--- config.mk ---
export PLATFORM = sky130hd
export DESIGN_NAME = ipi_cmd_sender
export DESIGN_NICKNAME = d
export VERILOG_FILES = /design/src/rtl/ipi_pkg.sv /design/src/rtl/ipi_cmd_regs.sv /design/src/rtl/ipi_dest_resolve.sv /design/src/rtl/ipi_launch_ctrl.sv /design/src/rtl/ipi_cmd_sender.sv
export SDC_FILE = /design/constraint.sdc
export NUM_CORES = 1
export LEC_CHECK = 0
export BUFFER_PORTS_ARGS = -buffer_cell sky130_fd_sc_hd__buf_4
export CORE_MARGIN = 5
export CORE_UTILIZATION = 42
export CTS_BUF_LIST = sky130_fd_sc_hd__clkbuf_16
export DETAILED_ROUTE_END_ITERATION = 6
export PLACE_DENSITY = 0.79
export REMOVE_ABC_BUFFERS = 1
export SYNTH_ARGS = -nofsm -noshare
export SYNTH_HDL_FRONTEND = slang
export SYNTH_SLANG_ARGS = --single-unit
--- constraint.sdc ---
create_clock -name clk -period 2.47 [get_ports clk]
set_input_delay 0.3705 -clock clk [delete_from_list [all_inputs] [get_ports clk]]
set_output_delay 0.3705 -clock clk [all_outputs]
set_load 0.02 [all_outputs]
--- src/rtl/ipi_pkg.sv ---
// Package: shared types and field positions for the inter-processor
// interrupt command sender. Assumes a 32-bit register word and an
// 8-bit processor identifier.
package ipi_pkg;

    localparam int WORD_W = 32;
    localparam int ID_W   = 8;
    localparam int VEC_W  = 8;
    localparam int MODE_W = 3;

    // Bit positions inside the low command word.
    localparam int VEC_LSB    = 0;
    localparam int MODE_LSB   = 8;
    localparam int STATUS_BIT = 12;
    localparam int LEVEL_BIT  = 14;
    localparam int TRIG_BIT   = 15;
    localparam int SH_LSB     = 18;
    localparam int DEST_LSB   = 24;

    localparam logic [MODE_W-1:0] MODE_INIT    = 3'd5;
    localparam logic [MODE_W-1:0] MODE_STARTUP = 3'd6;

    typedef enum logic [1:0] {
        SH_DEST   = 2'b00,
        SH_SELF   = 2'b01,
        SH_ALL    = 2'b10,
        SH_OTHERS = 2'b11
    } shorthand_e;

    typedef struct packed {
        logic [VEC_W-1:0]  vector;
        logic [MODE_W-1:0] mode;
        logic              level;
        logic              trigger;
        shorthand_e        shorthand;
    } low_cmd_t;

    typedef struct packed {
        logic [ID_W-1:0]   dest;
        logic [MODE_W-1:0] mode;
        logic [VEC_W-1:0]  vector;
        logic              level;
        logic              trigger;
        shorthand_e        shorthand;
    } ipi_msg_t;

endpackage

--- src/rtl/ipi_cmd_regs.sv ---
// Module: ipi_cmd_regs
// Stores the destination word and the low command word. The low word is
// written only when the launch controller accepts the write, so writes
// made while a message is pending never reach it. Assumes the caller has
// already decoded the offsets.
module ipi_cmd_regs
    import ipi_pkg::*;
(
    input  logic              clk,
    input  logic              rst_n,
    input  logic              wr_hi,
    input  logic              wr_lo_accept,
    input  logic [WORD_W-1:0] wdata,
    output logic [ID_W-1:0]   hi_dest,
    output low_cmd_t          lo_cmd
);

    // Capture the destination identifier on a high-word write.
    always_ff @(posedge clk) begin
        if (!rst_n) begin
            hi_dest <= '0;
        end else if (wr_hi) begin
            hi_dest <= wdata[DEST_LSB +: ID_W];
        end
    end

    // Capture the command fields on an accepted low-word write.
    always_ff @(posedge clk) begin
        if (!rst_n) begin
            lo_cmd <= '0;
        end else if (wr_lo_accept) begin
            lo_cmd.vector    <= wdata[VEC_LSB +: VEC_W];
            lo_cmd.mode      <= wdata[MODE_LSB +: MODE_W];
            lo_cmd.level     <= wdata[LEVEL_BIT];
            lo_cmd.trigger   <= wdata[TRIG_BIT];
            lo_cmd.shorthand <= shorthand_e'(wdata[SH_LSB +: 2]);
        end
    end

    // the high word captures the identifier bits of the write data.
    assert_hi_capture_R2: assert property (@(posedge clk) disable iff (!rst_n)
        wr_hi |=> hi_dest == $past(wdata[DEST_LSB +: ID_W]));

endmodule

--- src/rtl/ipi_dest_resolve.sv ---
// Module: ipi_dest_resolve
// Turns the shorthand code and the stored identifier into the destination
// the message carries. Purely combinational. Assumes that the all-ones
// identifier means "every processor".
module ipi_dest_resolve
    import ipi_pkg::*;
#(
    parameter logic [ID_W-1:0] SELF_ID = 8'h00
) (
    input  shorthand_e      shorthand,
    input  logic [ID_W-1:0] hi_dest,
    output logic [ID_W-1:0] dest
);

    localparam logic [ID_W-1:0] ALL_ID = {ID_W{1'b1}};

    // Select the destination: explicit, self, or the broadcast identifier.
    always_comb begin
        unique case (shorthand)
            SH_DEST:   dest = hi_dest;
            SH_SELF:   dest = SELF_ID;
            default:   dest = ALL_ID;
        endcase
    end

endmodule

--- src/rtl/ipi_launch_ctrl.sv ---
// Module: ipi_launch_ctrl
// Tracks delivery status and holds the launched message on a valid/ready
// port. A low-word write is accepted only while idle. Status is set on the
// next cycle and clears on the cycle after the handshake. Assumes the
// message fields it is given are valid in the cycle of the write.
module ipi_launch_ctrl
    import ipi_pkg::*;
(
    input  logic     clk,
    input  logic     rst_n,
    input  logic     wr_lo,
    input  ipi_msg_t next_msg,
    input  logic     msg_ready,
    output logic     accept,
    output logic     busy,
    output ipi_msg_t msg
);

    // Accept a launch only when nothing is in flight.
    always_comb accept = wr_lo && !busy;

    // Delivery status: set on launch, cleared after the handshake.
    always_ff @(posedge clk) begin
        if (!rst_n) begin
            busy <= 1'b0;
        end else if (accept) begin
            busy <= 1'b1;
        end else if (busy && msg_ready) begin
            busy <= 1'b0;
        end
    end

    // Snapshot the message at launch so later register writes cannot alter it.
    always_ff @(posedge clk) begin
        if (!rst_n) begin
            msg <= '0;
        end else if (accept) begin
            msg <= next_msg;
        end
    end

    // an idle low-word write launches on the next cycle.
    assert_launch_R3: assert property (@(posedge clk) disable iff (!rst_n)
        (wr_lo && !busy) |=> busy);

    // an offered message holds steady until accepted.
    assert_hold_R6: assert property (@(posedge clk) disable iff (!rst_n)
        (busy && !msg_ready) |=> (busy && $stable(msg)));

    // the status drops right after the handshake.
    assert_release_R7: assert property (@(posedge clk) disable iff (!rst_n)
        (busy && msg_ready) |=> !busy);

endmodule

--- src/rtl/ipi_cmd_sender.sv ---
// Module: ipi_cmd_sender (top)
// Register pair for sending inter-processor messages. It decodes the
// byte offsets, stores the command words, resolves the destination and
// drives the valid/ready message port. Reads are combinational. Assumes
// single-cycle write strobes on a word-aligned register bus.
module ipi_cmd_sender
    import ipi_pkg::*;
#(
    parameter int              ADDR_W   = 12,
    parameter logic [ADDR_W-1:0] LO_OFS = 12'h300,
    parameter logic [ADDR_W-1:0] HI_OFS = 12'h310,
    parameter logic [7:0]      SELF_ID  = 8'h03
) (
    input  logic              clk,
    input  logic              rst_n,
    input  logic [ADDR_W-1:0] bus_addr,
    input  logic              bus_wr,
    input  logic [31:0]       bus_wdata,
    output logic [31:0]       bus_rdata,
    output logic              msg_valid,
    input  logic              msg_ready,
    output logic [7:0]        msg_dest,
    output logic [2:0]        msg_mode,
    output logic [7:0]        msg_vector,
    output logic              msg_level,
    output logic              msg_trigger,
    output logic [1:0]        msg_shorthand
);

    logic            sel_lo;
    logic            sel_hi;
    logic            wr_lo;
    logic            wr_hi;
    logic            accept;
    logic            busy;
    logic [ID_W-1:0] hi_dest;
    logic [ID_W-1:0] next_dest;
    low_cmd_t        lo_cmd;
    low_cmd_t        next_lo;
    ipi_msg_t        next_msg;
    ipi_msg_t        cur_msg;

    // Decode the register offsets.
    always_comb begin
        sel_lo = (bus_addr == LO_OFS);
        sel_hi = (bus_addr == HI_OFS);
        wr_lo  = bus_wr && sel_lo;
        wr_hi  = bus_wr && sel_hi;
    end

    ipi_cmd_regs u_regs (
        .clk          (clk),
        .rst_n        (rst_n),
        .wr_hi        (wr_hi),
        .wr_lo_accept (accept),
        .wdata        (bus_wdata),
        .hi_dest      (hi_dest),
        .lo_cmd       (lo_cmd)
    );

    // Unpack the incoming low word for the message built at launch.
    always_comb begin
        next_lo.vector    = bus_wdata[VEC_LSB +: VEC_W];
        next_lo.mode      = bus_wdata[MODE_LSB +: MODE_W];
        next_lo.level     = bus_wdata[LEVEL_BIT];
        next_lo.trigger   = bus_wdata[TRIG_BIT];
        next_lo.shorthand = shorthand_e'(bus_wdata[SH_LSB +: 2]);
    end

    ipi_dest_resolve #(.SELF_ID(SELF_ID)) u_resolve (
        .shorthand (next_lo.shorthand),
        .hi_dest   (hi_dest),
        .dest      (next_dest)
    );

    // Assemble the message that a launch would capture.
    always_comb begin
        next_msg.dest      = next_dest;
        next_msg.mode      = next_lo.mode;
        next_msg.vector    = next_lo.vector;
        next_msg.level     = next_lo.level;
        next_msg.trigger   = next_lo.trigger;
        next_msg.shorthand = next_lo.shorthand;
    end

    ipi_launch_ctrl u_launch (
        .clk       (clk),
        .rst_n     (rst_n),
        .wr_lo     (wr_lo),
        .next_msg  (next_msg),
        .msg_ready (msg_ready),
        .accept    (accept),
        .busy      (busy),
        .msg       (cur_msg)
    );

    // Drive the message port from the launched snapshot.
    always_comb begin
        msg_valid     = busy;
        msg_dest      = cur_msg.dest;
        msg_mode      = cur_msg.mode;
        msg_vector    = cur_msg.vector;
        msg_level     = cur_msg.level;
        msg_trigger   = cur_msg.trigger;
        msg_shorthand = cur_msg.shorthand;
    end

    // Return register contents for the addressed word; zero elsewhere.
    always_comb begin
        bus_rdata = '0;
        if (sel_lo) begin
            bus_rdata[VEC_LSB +: VEC_W]   = lo_cmd.vector;
            bus_rdata[MODE_LSB +: MODE_W] = lo_cmd.mode;
            bus_rdata[STATUS_BIT]         = busy;
            bus_rdata[LEVEL_BIT]          = lo_cmd.level;
            bus_rdata[TRIG_BIT]           = lo_cmd.trigger;
            bus_rdata[SH_LSB +: 2]        = lo_cmd.shorthand;
        end else if (sel_hi) begin
            bus_rdata[DEST_LSB +: ID_W]   = hi_dest;
        end
    end

    // a self-addressed message carries the sender's own identifier.
    assert_self_dest_R5: assert property (@(posedge clk) disable iff (!rst_n)
        (msg_valid && msg_shorthand == SH_SELF) |-> msg_dest == SELF_ID);

    // a low-word write while busy leaves the stored command unchanged.
    assert_busy_ignore_R8: assert property (@(posedge clk) disable iff (!rst_n)
        (wr_lo && msg_valid) |=> lo_cmd == $past(lo_cmd));

endmodule

# Word level (Yosys, flattened, before mapping)
# Index checks and enable logic that the tools add are counted.
totals:
  ff_bits: 32
  in_bits: 48
  out_inout_bits: 56
  elab_cells: 27
op_classes:
  eq_ne: 3
  mux: 9
  n_reduce_logical: 7
ops:
  columns: ["op", "count"]
  rows:
  - ["12-bit by 10-bit equality test with 1-bit output, second input constant", 2]
  - ["8-bit two-way mux", 2]
  - ["8-bit one-hot mux with 2 select lines", 1]
  - ["11-bit two-way mux", 1]
  - ["1-bit logical AND", 4]
  - ["2-bit two-way mux", 2]
  - ["1-bit two-way mux", 3]
  - ["2-bit by 1-bit equality test with 1-bit output, second input constant", 1]
  - ["2-bit zero test", 1]
  - ["2-bit nonzero test", 1]
  - ["1-bit zero test", 1]

# Logic depth before layout (Yosys ltp)
logic_depth:
  ltp_word: 4
  ltp_mapped: 5

# Modules after synthesis
# Synthesis repeated with hierarchy kept, for this count alone.
hier_totals:
  cells_unflattened: 262
  area_unflattened_um2: 2539.9
by_module_without_submodules:
  columns: ["module", "n_inst", "cells_per_inst", "area_each_um2"]
  rows:
  - ["ipi_launch_ctrl", 1, 104, 983.4]
  - ["ipi_cmd_regs", 1, 74, 880.8]
  - ["ipi_cmd_sender", 1, 75, 606.8]
  - ["ipi_dest_resolve", 1, 9, 68.8]

# Worst setup path before layout
# No wires, ideal clock.
synth_timing:
  path_kind: "input-to-output"
  startpoint: "in bus_addr[3]"
  endpoint: "out bus_rdata[0]"
  arrival_time_ns: 1.781
  required_time_ns: 2.099
  slack_ns: 0.318
  stages: 4
  cell_sequence: "or4_4 -> nor4_2 -> clkbuf_1 -> and2_1"
synth_via:
  elab_chain_len: 2
synth_rtl:
  columns: ["element", "line_no", "source"]
  rows:
  - ["start: declaration", "ipi_cmd_sender.sv:16", "input logic [ADDR_W-1:0] bus_addr,"]
  - ["12-bit by 10-bit equality test with 1-bit output", "ipi_cmd_sender.sv:45", "sel_lo = (bus_addr == LO_OFS);"]
  - ["11-bit two-way mux", "ipi_cmd_sender.sv:111", "if (sel_lo) begin"]
  - ["end: declaration", "ipi_cmd_sender.sv:19", "output logic [31:0] bus_rdata,"]
# No other way between the ends.

# Worst setup path after layout
layout_timing:
  startpoint: "in bus_addr[3]"
  endpoint: "out bus_rdata[24]"
layout_via:
  elab_chain_len: 3
layout_rtl:
  columns: ["element", "line_no", "source"]
  rows:
  - ["12-bit by 10-bit equality test with 1-bit output", "ipi_cmd_sender.sv:46", "sel_hi = (bus_addr == HI_OFS);"]
  - ["8-bit two-way mux", "ipi_cmd_sender.sv:118", "end else if (sel_hi) begin"]
  - ["8-bit two-way mux (*)", "ipi_cmd_sender.sv:111", null]
# Mark *: on every way between the ends. The rest lies on a longest branch, timed or not.

==> out/results.txt <==
Status: complete, no violations
Footprint of the multi-input gates: 882 um2
Hold Path Class: in -> reg
Core Box Area: 0.00372 mm2
Post-route minimum period: 2140 ps
Initial antenna violation count: 0
Area growth syn-to-layout: 48.8%
Util after Layout: 0.652
Post-DP HPWL: 2840 um
DR iter-0 viols: 55
Crit start category: input pin
Setup TNS: 0 ps
Synth area leader: dfxtp_1
H-tree levels: 2
Placement Setup Slack: 312 ps
CTS root buf: clkbuf_16
IO buf count: 86
Largest net degree at the start of global routing: 64
Antenna Cells: 0
Die Height: 72.3 um
Total GRT Usage: 0.145
Finished Cell Area: 0.00242 mm2
Final period utilization: 0.867
Commonest cells after routing, fill and taps aside: buf_4, nand2_1, dfxtp_1
Maximum VDD drop: 0.000475 V
Initial Util: 0.438
Most common cell after layout, fill and taps aside: buf_4
DRT Pass-1 Iters: 2
Sequential cell area: 641 um2
TritonCTS clock tree: done
Post-CTS Setup Inserts: 0
Avg Cell Area, Syn: 8.66 um2
CTS Buf Count: 5
Hold Vio Cnt, Final: 0
Yosys reg bits: 32
Sequential share of the synthesized area: 0.394
Post-cts sizing count: 0
Ys Warns: 0
Final WL: 3870 um
# rows: 22
Hold buffer count at cts: 0
First-pass GRT wire length: 6110 um
Post-Synthesis Cells: 188
Skew final: 4.10 ps
Post-layout net count: 319
Die X-Extent: 72.3 um
Slew @ Worst Pin: 560 ps
Die ar.: 0.00522 mm2
P_leak: 1.26 nW
CP Data Required Time: 2100 ps
Max_cap viols: 0
Fmax: 0.467 GHz
# fillers: 353
Total grt overflow: 0
# IOs: 104
Clk sink count: 32
Pwr/cell area: 535 mW/mm2
Crit Path Class: in -> out
Dominant cells by area after synthesis: dfxtp_1, mux2i_1, nand2_1, and2_1, buf_4
Placed inst area: 0.00225 mm2
CP arrival: 1770 ps
Final max-slew violation count: 0
Element type at the critical path end: primary output
CP max FO: 8
Worst skew pair latency: 270 ps
Slew headroom: 0.627
# setup viols final: 0
Via density: 4.54
RSZ-0062 raised after global routing: no
Antenna-violating nets left: 0
Final WS setup: 328 ps
Share of layout cells above drive strength 1: 0.375
Top-area cell type share of the netlist area: 0.394
Wirelength per Cell: 12.1 um
Post-route DRC: 0
Placer congestion estimate: 0.707
Netlist cell types: 22
Vias post-DR: 1,452
CTS clk-pin slew, worst paths: 50 ps
Hold_ws: 348 ps
Vias in the first global route: 1,317
Post-Syn Area: 0.00163 mm2
Clock Path Buffers: 2
final timing paths:
| check | start | endpoint | slack (ps) | cells after the start |
|---|---|---|---|---|
| setup / recovery | bus_addr[3] | bus_rdata[24] | 330 | 6 |
| hold / removal | bus_wdata[5] | u_regs.lo_cmd[12]$_SDFFE_PN0P_ | 350 | 3 |
| setup reg to reg | u_launch.busy$_SDFFE_PN0P_ | u_regs.lo_cmd[5]$_SDFFE_PN0P_ | 690 | 3 |
| hold reg to reg | u_launch.msg[16]$_SDFFE_PN0P_ | u_launch.msg[16]$_SDFFE_PN0P_ | 460 | 2 |
through the flow:
stage          instances  power (mW)
3_3_place_gp         312       0.620
3_5_place_dp         312       0.622
2_1_floorplan        175       0.557
5_1_grt              320        1.34
4_1_cts              320        1.31
6_report             320        1.30
state kept, by name, indices dropped and copies added, names as in the netlist:
signal          cells
u_launch.busy       1
u_launch.msg       11
u_regs.hi_dest      8
u_regs.lo_cmd      12
layout make-up:
type | count | share of cell area
multi-input combinational | 142 | 0.364
inverter | 1 | 0.00155
sequential | 32 | 0.264
tap | 48 | 0.0248
clock inverter | 3 | 0.0176
timing repair buffer | 89 | 0.276
clock buffer | 5 | 0.0517
synth_stat cells (all sizes together):
master,instances
inv,1
o21ai,6
or3,1
clkbuf,8
nand2,55
mux2i,31
nor4,3
or4,2
buf,12
or3b,1
conb,1
and2,24
dfxtp,32
nand2b,1
a21boi,1
nor2b,6
o31ai,2
nand4bb,1
critical path, cell delays in order:
cell,delay [ps]
buf_4,110
or4_4,570
nor4_1,250
buf_4,200
and2_1,140
buf_4,140
cells by family after synthesis:
| family | count (synthesis) | share of synthesized area |
|---|---|---|
| buffers and inverters | 21 | 0.0807 |
| other | 1 | 0.00230 |
| AND/OR/NAND/NOR | 94 | 0.301 |
| multiplexers | 31 | 0.191 |
| flip-flops | 32 | 0.394 |
| AO/OA/AOI/OAI | 9 | 0.0323 |
where the power goes:
part	internal, mW	switching (mW)
combinational	0.0479	0.0467
sequential	0.517	0.0000360
clock	0.473	0.211
total	1.04	0.258
metal layers:
| layer | global-route usage | share of wire |
|---|---|---|
| met4 | 0.0438 | 0.0072 |
| met1 | 0.167 | 0.39 |
| met5 | 0 | 0 |
| met2 | 0.257 | 0.50 |
| met3 | 0.0443 | 0.10 |
Note: power is estimated with default switching activity, not from simulation.
